`src/rtl/mdio_pkg.sv`:
```
package mdio_pkg;

  localparam int ADDR_W     = 5;
  localparam int DATA_W     = 16;
  localparam int SLOT_W     = 6;
  localparam int PRE_SLOTS  = 32;
  localparam int START_SLOT = PRE_SLOTS;
  localparam int OP_SLOT    = START_SLOT + 2;
  localparam int PHY_SLOT   = OP_SLOT + 2;
  localparam int REG_SLOT   = PHY_SLOT + ADDR_W;
  localparam int TA_SLOT    = REG_SLOT + ADDR_W;
  localparam int ERR_SLOT   = TA_SLOT + 1;
  localparam int DATA_SLOT  = TA_SLOT + 2;
  localparam int LAST_SLOT  = DATA_SLOT + DATA_W - 1;

  typedef enum logic [1:0] {
    SEQ_IDLE = 2'd0,
    SEQ_SLOT = 2'd1,
    SEQ_TAIL = 2'd2
  } seq_state_e;

  typedef enum logic [1:0] {
    PH_SETUP = 2'd0,
    PH_HIGH  = 2'd1,
    PH_HOLD  = 2'd2
  } phase_e;

  typedef struct packed {
    logic              rd;
    logic [ADDR_W-1:0] phy;
    logic [ADDR_W-1:0] regad;
    logic [DATA_W-1:0] wdata;
  } mdio_cmd_t;

  // Level the master presents in a given slot (used only when it drives).
  function automatic logic slot_bit(mdio_cmd_t c, logic [SLOT_W-1:0] slot);
    int                s;
    logic [ADDR_W-1:0] a;
    logic [DATA_W-1:0] d;
    s = int'(slot);
    if (s < START_SLOT) return 1'b1;
    if (s < OP_SLOT)    return (s == START_SLOT + 1);
    if (s < PHY_SLOT)   return c.rd ? (s == OP_SLOT) : (s == OP_SLOT + 1);
    if (s < REG_SLOT) begin
      a = c.phy >> (REG_SLOT - 1 - s);
      return a[0];
    end
    if (s < TA_SLOT) begin
      a = c.regad >> (TA_SLOT - 1 - s);
      return a[0];
    end
    if (c.rd) return 1'b1;
    if (s < DATA_SLOT) return (s == TA_SLOT);
    d = c.wdata >> (LAST_SLOT - s);
    return d[0];
  endfunction

  // Whether the master owns the data line in a given slot.
  function automatic logic slot_drives(logic rd, logic [SLOT_W-1:0] slot);
    return !(rd && (int'(slot) >= TA_SLOT));
  endfunction

endpackage

```
`src/rtl/mdio_phase_timer.sv`:
```
module mdio_phase_timer #(
  parameter int PHASE_CYCLES = 14
) (
  input  logic clk,
  input  logic rst_n,
  input  logic run,
  output logic tick
);
  localparam int CW = (PHASE_CYCLES > 1) ? $clog2(PHASE_CYCLES) : 1;
  localparam logic [CW-1:0] LAST = CW'(PHASE_CYCLES - 1);

  logic [CW-1:0] cnt;

  always_ff @(posedge clk or negedge rst_n) begin
    if (!rst_n)            cnt <= '0;
    else if (!run)         cnt <= '0;
    else if (cnt == LAST)  cnt <= '0;
    else                   cnt <= cnt + 1'b1;
  end

  assign tick = run && (cnt == LAST);
endmodule

```
`src/rtl/mdio_frame_seq.sv`:
```
module mdio_frame_seq
  import mdio_pkg::*;
(
  input  logic              clk,
  input  logic              rst_n,
  input  logic              go,
  input  logic              tick,
  output seq_state_e        state,
  output phase_e            phase,
  output logic [SLOT_W-1:0] slot,
  output logic              busy,
  output logic              done,
  output logic              setup_end
);
  localparam logic [SLOT_W-1:0] LAST = SLOT_W'(LAST_SLOT);

  always_ff @(posedge clk or negedge rst_n) begin
    if (!rst_n) begin
      state <= SEQ_IDLE;
      phase <= PH_SETUP;
      slot  <= '0;
      done  <= 1'b0;
    end else begin
      done <= (state == SEQ_TAIL) && tick;
      case (state)
        SEQ_IDLE: if (go) begin
          state <= SEQ_SLOT;
          phase <= PH_SETUP;
          slot  <= '0;
        end
        SEQ_SLOT: if (tick) begin
          case (phase)
            PH_SETUP: phase <= PH_HIGH;
            PH_HIGH:  phase <= PH_HOLD;
            default: begin
              phase <= PH_SETUP;
              if (slot == LAST) state <= SEQ_TAIL;
              else              slot  <= slot + 1'b1;
            end
          endcase
        end
        SEQ_TAIL: if (tick) state <= SEQ_IDLE;
        default:  state <= SEQ_IDLE;
      endcase
    end
  end

  assign busy      = (state != SEQ_IDLE);
  assign setup_end = (state == SEQ_SLOT) && (phase == PH_SETUP) && tick;
endmodule

```
`src/rtl/mdio_line_drv.sv`:
```
module mdio_line_drv
  import mdio_pkg::*;
(
  input  logic              clk,
  input  logic              rst_n,
  input  seq_state_e        state,
  input  phase_e            phase,
  input  logic [SLOT_W-1:0] slot,
  input  mdio_cmd_t         cmd,
  output logic              mdc,
  output logic              md_out,
  output logic              md_oe
);
  logic mdc_n, out_n, oe_n;

  always_comb begin
    mdc_n = 1'b0;
    out_n = 1'b1;
    oe_n  = 1'b1;
    if (state == SEQ_SLOT) begin
      mdc_n = (phase == PH_HIGH);
      oe_n  = slot_drives(cmd.rd, slot);
      out_n = oe_n ? slot_bit(cmd, slot) : 1'b1;
    end
  end

  always_ff @(posedge clk or negedge rst_n) begin
    if (!rst_n) begin
      mdc    <= 1'b0;
      md_out <= 1'b1;
      md_oe  <= 1'b1;
    end else begin
      mdc    <= mdc_n;
      md_out <= out_n;
      md_oe  <= oe_n;
    end
  end
endmodule

```
`src/rtl/mdio_rx_capture.sv`:
```
module mdio_rx_capture
  import mdio_pkg::*;
(
  input  logic              clk,
  input  logic              rst_n,
  input  logic              clear,
  input  logic              sample,
  input  logic [SLOT_W-1:0] slot,
  input  logic              md_in,
  output logic [DATA_W-1:0] rdata,
  output logic              err
);
  logic sync_a, sync_b;

  always_ff @(posedge clk or negedge rst_n) begin
    if (!rst_n) begin
      sync_a <= 1'b1;
      sync_b <= 1'b1;
    end else begin
      sync_a <= md_in;
      sync_b <= sync_a;
    end
  end

  always_ff @(posedge clk or negedge rst_n) begin
    if (!rst_n) begin
      err   <= 1'b0;
      rdata <= '0;
    end else if (clear) begin
      err   <= 1'b0;
      rdata <= '0;
    end else if (sample) begin
      if (int'(slot) == ERR_SLOT)
        err <= sync_b;
      else if (int'(slot) >= DATA_SLOT)
        rdata <= {rdata[DATA_W-2:0], sync_b & ~err};
    end
  end
endmodule

```
`src/rtl/mdio_master.sv`:
```
module mdio_master
  import mdio_pkg::*;
#(
  parameter int PHASE_CYCLES = 14
) (
  input  logic        clk,
  input  logic        rst_n,
  input  logic        cmd_start,
  input  logic        cmd_read,
  input  logic [4:0]  cmd_phy,
  input  logic [4:0]  cmd_reg,
  input  logic [15:0] cmd_wdata,
  output logic [15:0] rsp_rdata,
  output logic        rsp_err,
  output logic        busy,
  output logic        done,
  output logic        mdc,
  output logic        md_out,
  output logic        md_oe,
  input  logic        md_in
);
  seq_state_e        state;
  phase_e            phase;
  logic [SLOT_W-1:0] slot;
  logic              tick;
  logic              go;
  logic              setup_end;
  logic              sample_evt;
  mdio_cmd_t         cmd_q;

  assign go = cmd_start && !busy;

  always_ff @(posedge clk or negedge rst_n) begin
    if (!rst_n)  cmd_q <= '0;
    else if (go) cmd_q <= '{rd: cmd_read, phy: cmd_phy, regad: cmd_reg, wdata: cmd_wdata};
  end

  mdio_phase_timer #(.PHASE_CYCLES(PHASE_CYCLES)) u_timer (
    .clk  (clk),
    .rst_n(rst_n),
    .run  (busy),
    .tick (tick)
  );

  mdio_frame_seq u_seq (
    .clk      (clk),
    .rst_n    (rst_n),
    .go       (go),
    .tick     (tick),
    .state    (state),
    .phase    (phase),
    .slot     (slot),
    .busy     (busy),
    .done     (done),
    .setup_end(setup_end)
  );

  mdio_line_drv u_line (
    .clk   (clk),
    .rst_n (rst_n),
    .state (state),
    .phase (phase),
    .slot  (slot),
    .cmd   (cmd_q),
    .mdc   (mdc),
    .md_out(md_out),
    .md_oe (md_oe)
  );

  // Named event: a read sample is being taken from the line this cycle.
  assign sample_evt = setup_end && cmd_q.rd && (int'(slot) >= ERR_SLOT);

  mdio_rx_capture u_rx (
    .clk   (clk),
    .rst_n (rst_n),
    .clear (go),
    .sample(sample_evt),
    .slot  (slot),
    .md_in (md_in),
    .rdata (rsp_rdata),
    .err   (rsp_err)
  );
endmodule

```
`config.mk`:
```
export PLATFORM = sky130hd
export DESIGN_NAME = mdio_master
export DESIGN_NICKNAME = d
export VERILOG_FILES = /design/src/rtl/mdio_pkg.sv /design/src/rtl/mdio_phase_timer.sv /design/src/rtl/mdio_frame_seq.sv /design/src/rtl/mdio_line_drv.sv /design/src/rtl/mdio_rx_capture.sv /design/src/rtl/mdio_master.sv
export SDC_FILE = /design/constraint.sdc
export NUM_CORES = 1
export LEC_CHECK = 0
export BUFFER_PORTS_ARGS = -buffer_cell sky130_fd_sc_hd__buf_2
export CAP_MARGIN = 20
export CORE_ASPECT_RATIO = 1.75
export CORE_MARGIN = 5
export CORE_UTILIZATION = 45
export CTS_CLUSTER_SIZE = 12
export DETAILED_ROUTE_END_ITERATION = 10
export GPL_ROUTABILITY_DRIVEN = 0
export PLACE_DENSITY = 0.66
export SLEW_MARGIN = 20
export SYNTH_ARGS = -nofsm -noshare
export SYNTH_HDL_FRONTEND = slang
export SYNTH_SLANG_ARGS = --single-unit
```
`constraint.sdc`:
```
create_clock -name clk -period 2.3 [get_ports clk]
set_input_delay 0.23 -clock clk [delete_from_list [all_inputs] [get_ports clk]]
set_output_delay 0.23 -clock clk [all_outputs]
set_load 0.03 [all_outputs]
```
==> results of run 1 <==
-- sequential cells by signal, summed over array words and instances (netlist names), 2 cells and up --
signal,cells
cmd_q,27
u_rx.rdata,16
u_seq.phase,2
u_seq.slot,6
u_seq.state,2
u_timer.cnt,4
-- worst max-delay path, cell delays in order, from the launching register on --
cell and delay, ns:
dfrtp_1 0.55, mux2_1 0.37, mux4_2 0.51, o2111ai_2 0.18
nand3_1 0.09, a311o_1 0.31
-- cell type report --
class                           count  area share
Inverter                           10    0.009775
Multi-Input combinational cell    204      0.3776
Tap cell                           84     0.02737
Timing Repair Buffer               66     0.09971
Clock inverter                      5    0.006517
Sequential cell                    64      0.4184
Clock buffer                       11     0.06061
-- worst paths after layout --
path	from	endpoint	slack (ns)
worst min-delay path	cmd_reg[0]	cmd_q[16]	0.12
worst max register to register	u_seq.slot[0]	u_line.md_out	0.21
min in group asynchronous	rst_n	u_seq.slot[0]	0.47
worst min register to register	u_rx.sync_a	u_rx.sync_b	0.35
max in group asynchronous	rst_n	u_rx.sync_a	1.49
worst max-delay path	u_seq.slot[0]	u_line.md_out	0.21
-- layer usage --
metal,vias up,wire (um),part of all wire,GRT usage
li1,1164,-,-,-
met1,1180,2556,0.37,0.1764
met2,48,3829,0.56,0.2933
met3,13,289,0.042,0.04229
met4,0,165,0.024,0.09410
met5,-,0,0,0
-- report_power, final --
| part | switching (mW) | internal (mW) |
|---|---|---|
| clock | 0.461 | 0.718 |
| sequential | 0.153 | 1.29 |
| combinational | 0.418 | 0.406 |
| total | 1.03 | 2.42 |
-- metrics by stage --
stage / hold slack, ns / power [mW]
detailed placement: 0.2939 / 2.295
floorplan: -0.06559 / 2.066
global placement: 0.2975 / 2.264
finish: 0.1156 / 3.448
CTS: 0.1081 / 3.495
global route: 0.1240 / 3.650
-- kinds of logic (layout without fill, tap and decap cells) --
group / Yosys count / count (layout) / share of synthesized area
mux: 42 / 42 / 0.1500
simple gates: 94 / 94 / 0.1421
flops: 64 / 64 / 0.5069
compound gates: 54 / 54 / 0.1137
xor+xnor: 5 / 5 / 0.01382
buf+inv: 28 / 92 / 0.03790
fa+ha+maj: 9 / 9 / 0.03553
-- synth_stat cells, types with 2 or more instances --
cell type | number | area (um^2)
a31oi_1 | 3 | 18.77
nand4_1 | 5 | 31.28
nor2b_1 | 3 | 18.77
nor3_1 | 5 | 25.02
nor2_1 | 17 | 63.81
o21ai_0 | 5 | 25.02
nand3b_1 | 3 | 22.52
clkbuf_1 | 10 | 37.54
mux2_1 | 4 | 45.04
nand3_1 | 5 | 25.02
o211ai_1 | 2 | 15.01
dfrtp_1 | 60 | 1501
nor3b_1 | 2 | 15.01
and3_1 | 3 | 18.77
buf_2 | 6 | 30.03
o22ai_1 | 2 | 12.51
nand2_1 | 39 | 146.4
o21a_1 | 2 | 15.01
dfstp_2 | 4 | 105.1
xnor2_1 | 4 | 35.03
ha_1 | 9 | 112.6
a21oi_1 | 21 | 105.1
nand2b_1 | 4 | 25.02
o221ai_1 | 2 | 17.52
mux2_2 | 30 | 337.8
mux2i_1 | 7 | 70.07
a22o_1 | 7 | 61.31
inv_1 | 9 | 33.78
-- repair_timing --
item	4_1_cts	5_1_grt
endpoints found under the setup margin	0	0
hold buffers	2	0
hold endpoints to repair	61	0
==> results.toml, run 1 <==
[status]
status = "finished clean"

[logic_synthesis]
yosysUniqueCellTypes = 51
syn_area_um2 = 3169
ys.flop_type = "dfrtp_1"
synthArstFlopShare = 1.000
synth-seq-area-share = 0.5069
synth_edf_count = 0
syn_nets = 336
syn_area_per_cell_um2 = 10.71
synth_seq_cells = 64
ys.warnings.count = 0
synthCells = 296

[floorplanning]
fp.dieW_um = 73.44
fp.dieH_um = 121.0
dieArea_um2 = 8887
core_um2 = 6857
initial_core_util = 0.4622
placementRows = 40
io_pins = 53

[timing]
layout_worst_path_cycle_share = 0.9077
timing.final.crit_period_ns = 2.088
finalWorstSetupSlack_ns = 0.2123
hold_viol = 0
fmax_mhz = 479.0
grt_setup_unrepaired = "no"
max_slew_margin = 0.6208
fin_setup_tns_ns = 0
final-setup-viol-count = 0
finClkSkew_ns = 0.004939
worst-slew-pin-transition_ns = 0.5677
drv_slew = 0

[route]
drtAntennaViolNets = 0
drc_errors = 0
routed_wl_mm = 6.840
wl_per_cell_um = 15.41
vias = 2405
via_per_inst = 5.417
drt_iter0_drc = 111
drt-pass1-iter-count = 4

[worst_setup_path]
path_class = "reg2reg"
cp-start-kind = "register"
crit_fanout = 9
r2r_cells = 5
crit_required_ns = 2.55
critical_path.endpoint_type = "register"
crit_arrival_ns = 2.34

[hold_path]
hp-class = "in2reg"
hold_depth = 3

[cells_and_area]
utilization = 0.5600
regArea_um2 = 1607
layout_commonest_cell = "dfrtp_1"
multi_input_area_um2 = 1450
nNetsFinal = 395
fillCellCount = 617
num_antenna_cells = 0
synthToLayoutAreaGrowth_pct = 21.16
layout_common_cells = "dfrtp_1, buf_2, nand2_1, mux2_2, a21oi_1"
stdcell_area_um2 = 3840
final_cells = 444
layout-drive-gt1-share = 0.3250

[clock_network]
cts_resized = 0
tritoncts = "done"
cts_made_buffers = 9
path_clk_slew_ns = 0.05
clock-sinks = 64
clock_path_buffers = 2
root_buffer = "clkbuf_16"
post_cts_buffers = 0
htree_levels = 3
clk_latency_ns = 0.33

[placed_design]
dp_hpwl_mm = 4.890
dp_cells = 426
pre_cts_ws_ns = 0.2520
placed_cell_area_um2 = 3562
port_buffers = 52

[grt]
grt-ovfl-total = 0
first_global_vias = 2471
track_usage = 0.1678
grt_pass1_wl_mm = 11.33
grt_antenna_before_repair = 0
grt_max_degree = 48

[job]
drv_cap = 0

[power_and_ir_drop]
p_per_area_nw_per_um2 = 898.0
vdd_ir_drop_max_v = 0.0005957
power.leakage_nw = 1.727
(Power assumes the default switching activity.)
==> inputs of run 2 (changes only) <==
- ABC_AREA: not set -> 1
==> run 2 against run 1 <==
Net effect:
- utilization decreased by 0.42 points
- critical path depth increased by 2
- sequential share of layout area decreased by 1.9 points
- final cell count increased by 27%
- global-route usage increased by 0.32 points
- synthesized area increased by 5.3%
- clock skew increased by 0.0037 ns
- clock power increased by 22%
- critical path type unchanged
- critical endpoint is now u_rx.rdata[4]
- highest routed layer unchanged
==> results.toml, run 2 <==
[logic_synthesis]
syn_area_um2 = 3336
yosysMostFrequentCell = "nand2_1"
synth_edf_count = 0
yosys.area_share.adder = 0.03376
synth_seq_cells = 64
synth-compound-area-share = 0.1039
ys.flop_type = "dfrtp_1"
yosysUniqueCellTypes = 33
synth_top_family_by_area = "simple AND/OR/NAND/NOR gates"
synthArstFlopShare = 1.000
synth_area_leaders = "dfrtp_1, nand2_1, nand3_1"
synth.area.mux_share = 0.003376
syn_area_per_cell_um2 = 8.057
synth-seq-area-share = 0.4816
syn_nets = 454
synthTopCellsByCount = "nand2_1, dfrtp_1, inv_1, nand3_1, nor2_1"
synth_xor_area_frac = 0.007877
synthCells = 414
synthSimpleGateAreaFrac = 0.2986
synth.top_cell.area_share = 0.4501
yosysTopAreaCell = "dfrtp_1"
ys.warnings.count = 0

[power_and_ir_drop]
swShare = 0.3651
vdd_ir_drop_max_v = 0.0006393
power.internal_mw = 3.046
finalPower_mw = 4.797
clockPowerShare = 0.300
netSwitchingPower_mw = 1.751
power_frac_seq = 0.362
p_per_area_nw_per_um2 = 1193
power.leakage_nw = 2.062
combPwrFrac = 0.337

[grt]
grt_antenna_before_repair = 0
grt-ovfl-total = 0
first_global_vias = 2753
grt_max_degree = 42
track_usage = 0.1710
grt_pass1_wl_mm = 11.98

[route]
drc_errors = 0
via_per_inst = 5.018
vias = 2830
routed_wl_mm = 7.294
drtAntennaViolNets = 0
drt-pass1-iter-count = 4
drt_iter0_drc = 60
wl_per_cell_um = 12.93

[clock_network]
clk_latency_ns = 0.33
htree_levels = 3
clock-sinks = 64
path_clk_slew_ns = 0.05
post_cts_buffers = 0
cts_resized = 0
cts_made_buffers = 9
tritoncts = "done"
clock_path_buffers = 2
root_buffer = "clkbuf_16"

[worst_setup_path]
cp-start-kind = "register"
cp_slowest_cell = "a21oi_2"
crit_family = "compound AO/OA/AOI/OAI gates"
path_cells = "ha_1, nand3_1, o21ai_4, nand2_2, nor2_4, a21oi_2, o21ai_2"
r2r-end = "u_rx.rdata[4]"
crit_fanout = 16
ff2ff_setup_slack_ns = 0.26
path_buf_inv = 0
critical_path.endpoint_type = "register"
crit_required_ns = 2.48
r2r_cells = 7
r2r-start = "u_timer.cnt[0]"
path_class = "reg2reg"
crit_arrival_ns = 2.22
worst_path_largest_cell_delay_ns = 0.83

[cells_and_area]
multi_input_area_um2 = 1501
reg_top3 = "cmd_q: 27 flops, u_rx.rdata: 16 flops, u_seq.slot: 6 flops"
synthToLayoutAreaGrowth_pct = 20.52
num_antenna_cells = 0
nNetsFinal = 513
regArea_um2 = 1607
regMostFlops = "cmd_q"
layout_commonest_cell = "nand2_1"
largest_reg_flops = 27
fillCellCount = 690
layout-drive-gt1-share = 0.2406
layout_common_cells = "nand2_1, dfrtp_1, buf_2, inv_1, nand3_1"

[hold_path]
hold_depth = 3
hold_end = "cmd_q[20]"
min_from = "cmd_reg[4]"
hp-class = "in2reg"

[timing]
hold_viol = 0
fmax_mhz = 489.4
layout_worst_path_cycle_share = 0.8884
worst-slew-pin-transition_ns = 1.098
fin_setup_tns_ns = 0
finClkSkew_ns = 0.008671
max_slew_margin = 0.2678
timing.final.crit_period_ns = 2.043
final-setup-viol-count = 0
grt_setup_unrepaired = "no"
drv_slew = 0

[floorplanning]
dieArea_um2 = 9303
placementRows = 41
io_pins = 53
fp.dieW_um = 75.09
fp.dieH_um = 123.9
initial_core_util = 0.4612
core_um2 = 7233

[job]
drv_cap = 0

[placed_design]
dp_hpwl_mm = 5.267
port_buffers = 52

[status]
status = "finished clean"
run 2: cell families (layout without fill, tap and decap cells):
logic type | count (synthesis) | after routing
AND/OR/NAND/NOR | 234 | 234
flip-flops | 64 | 64
buffers and inverters | 52 | 115
AO/OA/AOI/OAI | 51 | 52
adder cells (fa/ha/maj) | 9 | 9
XOR/XNOR | 3 | 3
multiplexers | 1 | 1
run 2: final cells by class:
class                   instances  area share
inverters                      35     0.03330
well taps                      86     0.02677
multi-input cells             299      0.3735
clock inverters                 3     0.01618
flip-flops and latches         64      0.3996
clock buffers                  13     0.06225
repair buffers                 64     0.08839
run 2: power by group through the flow:
stage	combinational (mW)	sequential, mW	clock [mW]
2_1_floorplan	1.14	1.80	0
3_3_place_gp	1.60	1.74	0
3_5_place_dp	1.63	1.76	0
4_1_cts	1.64	1.74	1.47
5_1_grt	1.86	1.79	1.50
6_report	1.62	1.74	1.44
run 2: layer usage:
| layer | wire length [um] | track usage | vias up |
|---|---|---|---|
| met5 | 0 | 0 | - |
| met4 | 272 | 0.1091 | 0 |
| met1 | 2900 | 0.1895 | 1302 |
| met3 | 378 | 0.04766 | 22 |
| li1 | - | - | 1437 |
| met2 | 3742 | 0.2806 | 69 |
run 2: stage by stage:
step                      area, um^2  hold slack (ns)  worst slack (ns)  std cells  utilization
after CTS                       4011          0.08348            0.1605        563       0.5546
final                           4020          0.09491            0.2567        564       0.5558
after global placement          3676           0.1354            0.2793        545       0.5082
after detailed placement        3676           0.1424            0.1741        545       0.5082
after global routing            4020          0.09085           0.05139        564       0.5558
after floorplan                 3336         -0.06559            0.5300        414            -
run 2: how the worst max path moves through the flow:
stage                   start              to  slack [ns]  depth (start not counted)
2_1_floorplan   u_seq.slot[1]   u_line.md_out        0.53                         10
3_3_place_gp   u_timer.cnt[0]  u_rx.rdata[15]        0.28                          8
3_5_place_dp   u_timer.cnt[0]   u_rx.rdata[4]        0.17                          8
4_1_cts        u_timer.cnt[0]   u_rx.rdata[4]        0.16                          8
5_1_grt        u_seq.state[1]   u_rx.rdata[4]        0.05                          9
6_report       u_timer.cnt[0]   u_rx.rdata[4]        0.26                          7
run 2: repair_timing:
item | 4_1_cts | 5_1_grt
hold endpoints to repair | 11 | 0
setup endpoints to repair | 0 | 9
hold buffers | 2 | 0
run 2: worst register-to-register path, cell delays in order, from the launching register on:
cell and delay (ns):
dfrtp_1 0.41, ha_1 0.21, nand3_1 0.16, o21ai_4 0.08, nand2_2 0.09, nor2_4 0.05, a21oi_2 0.83, o21ai_2 0.07
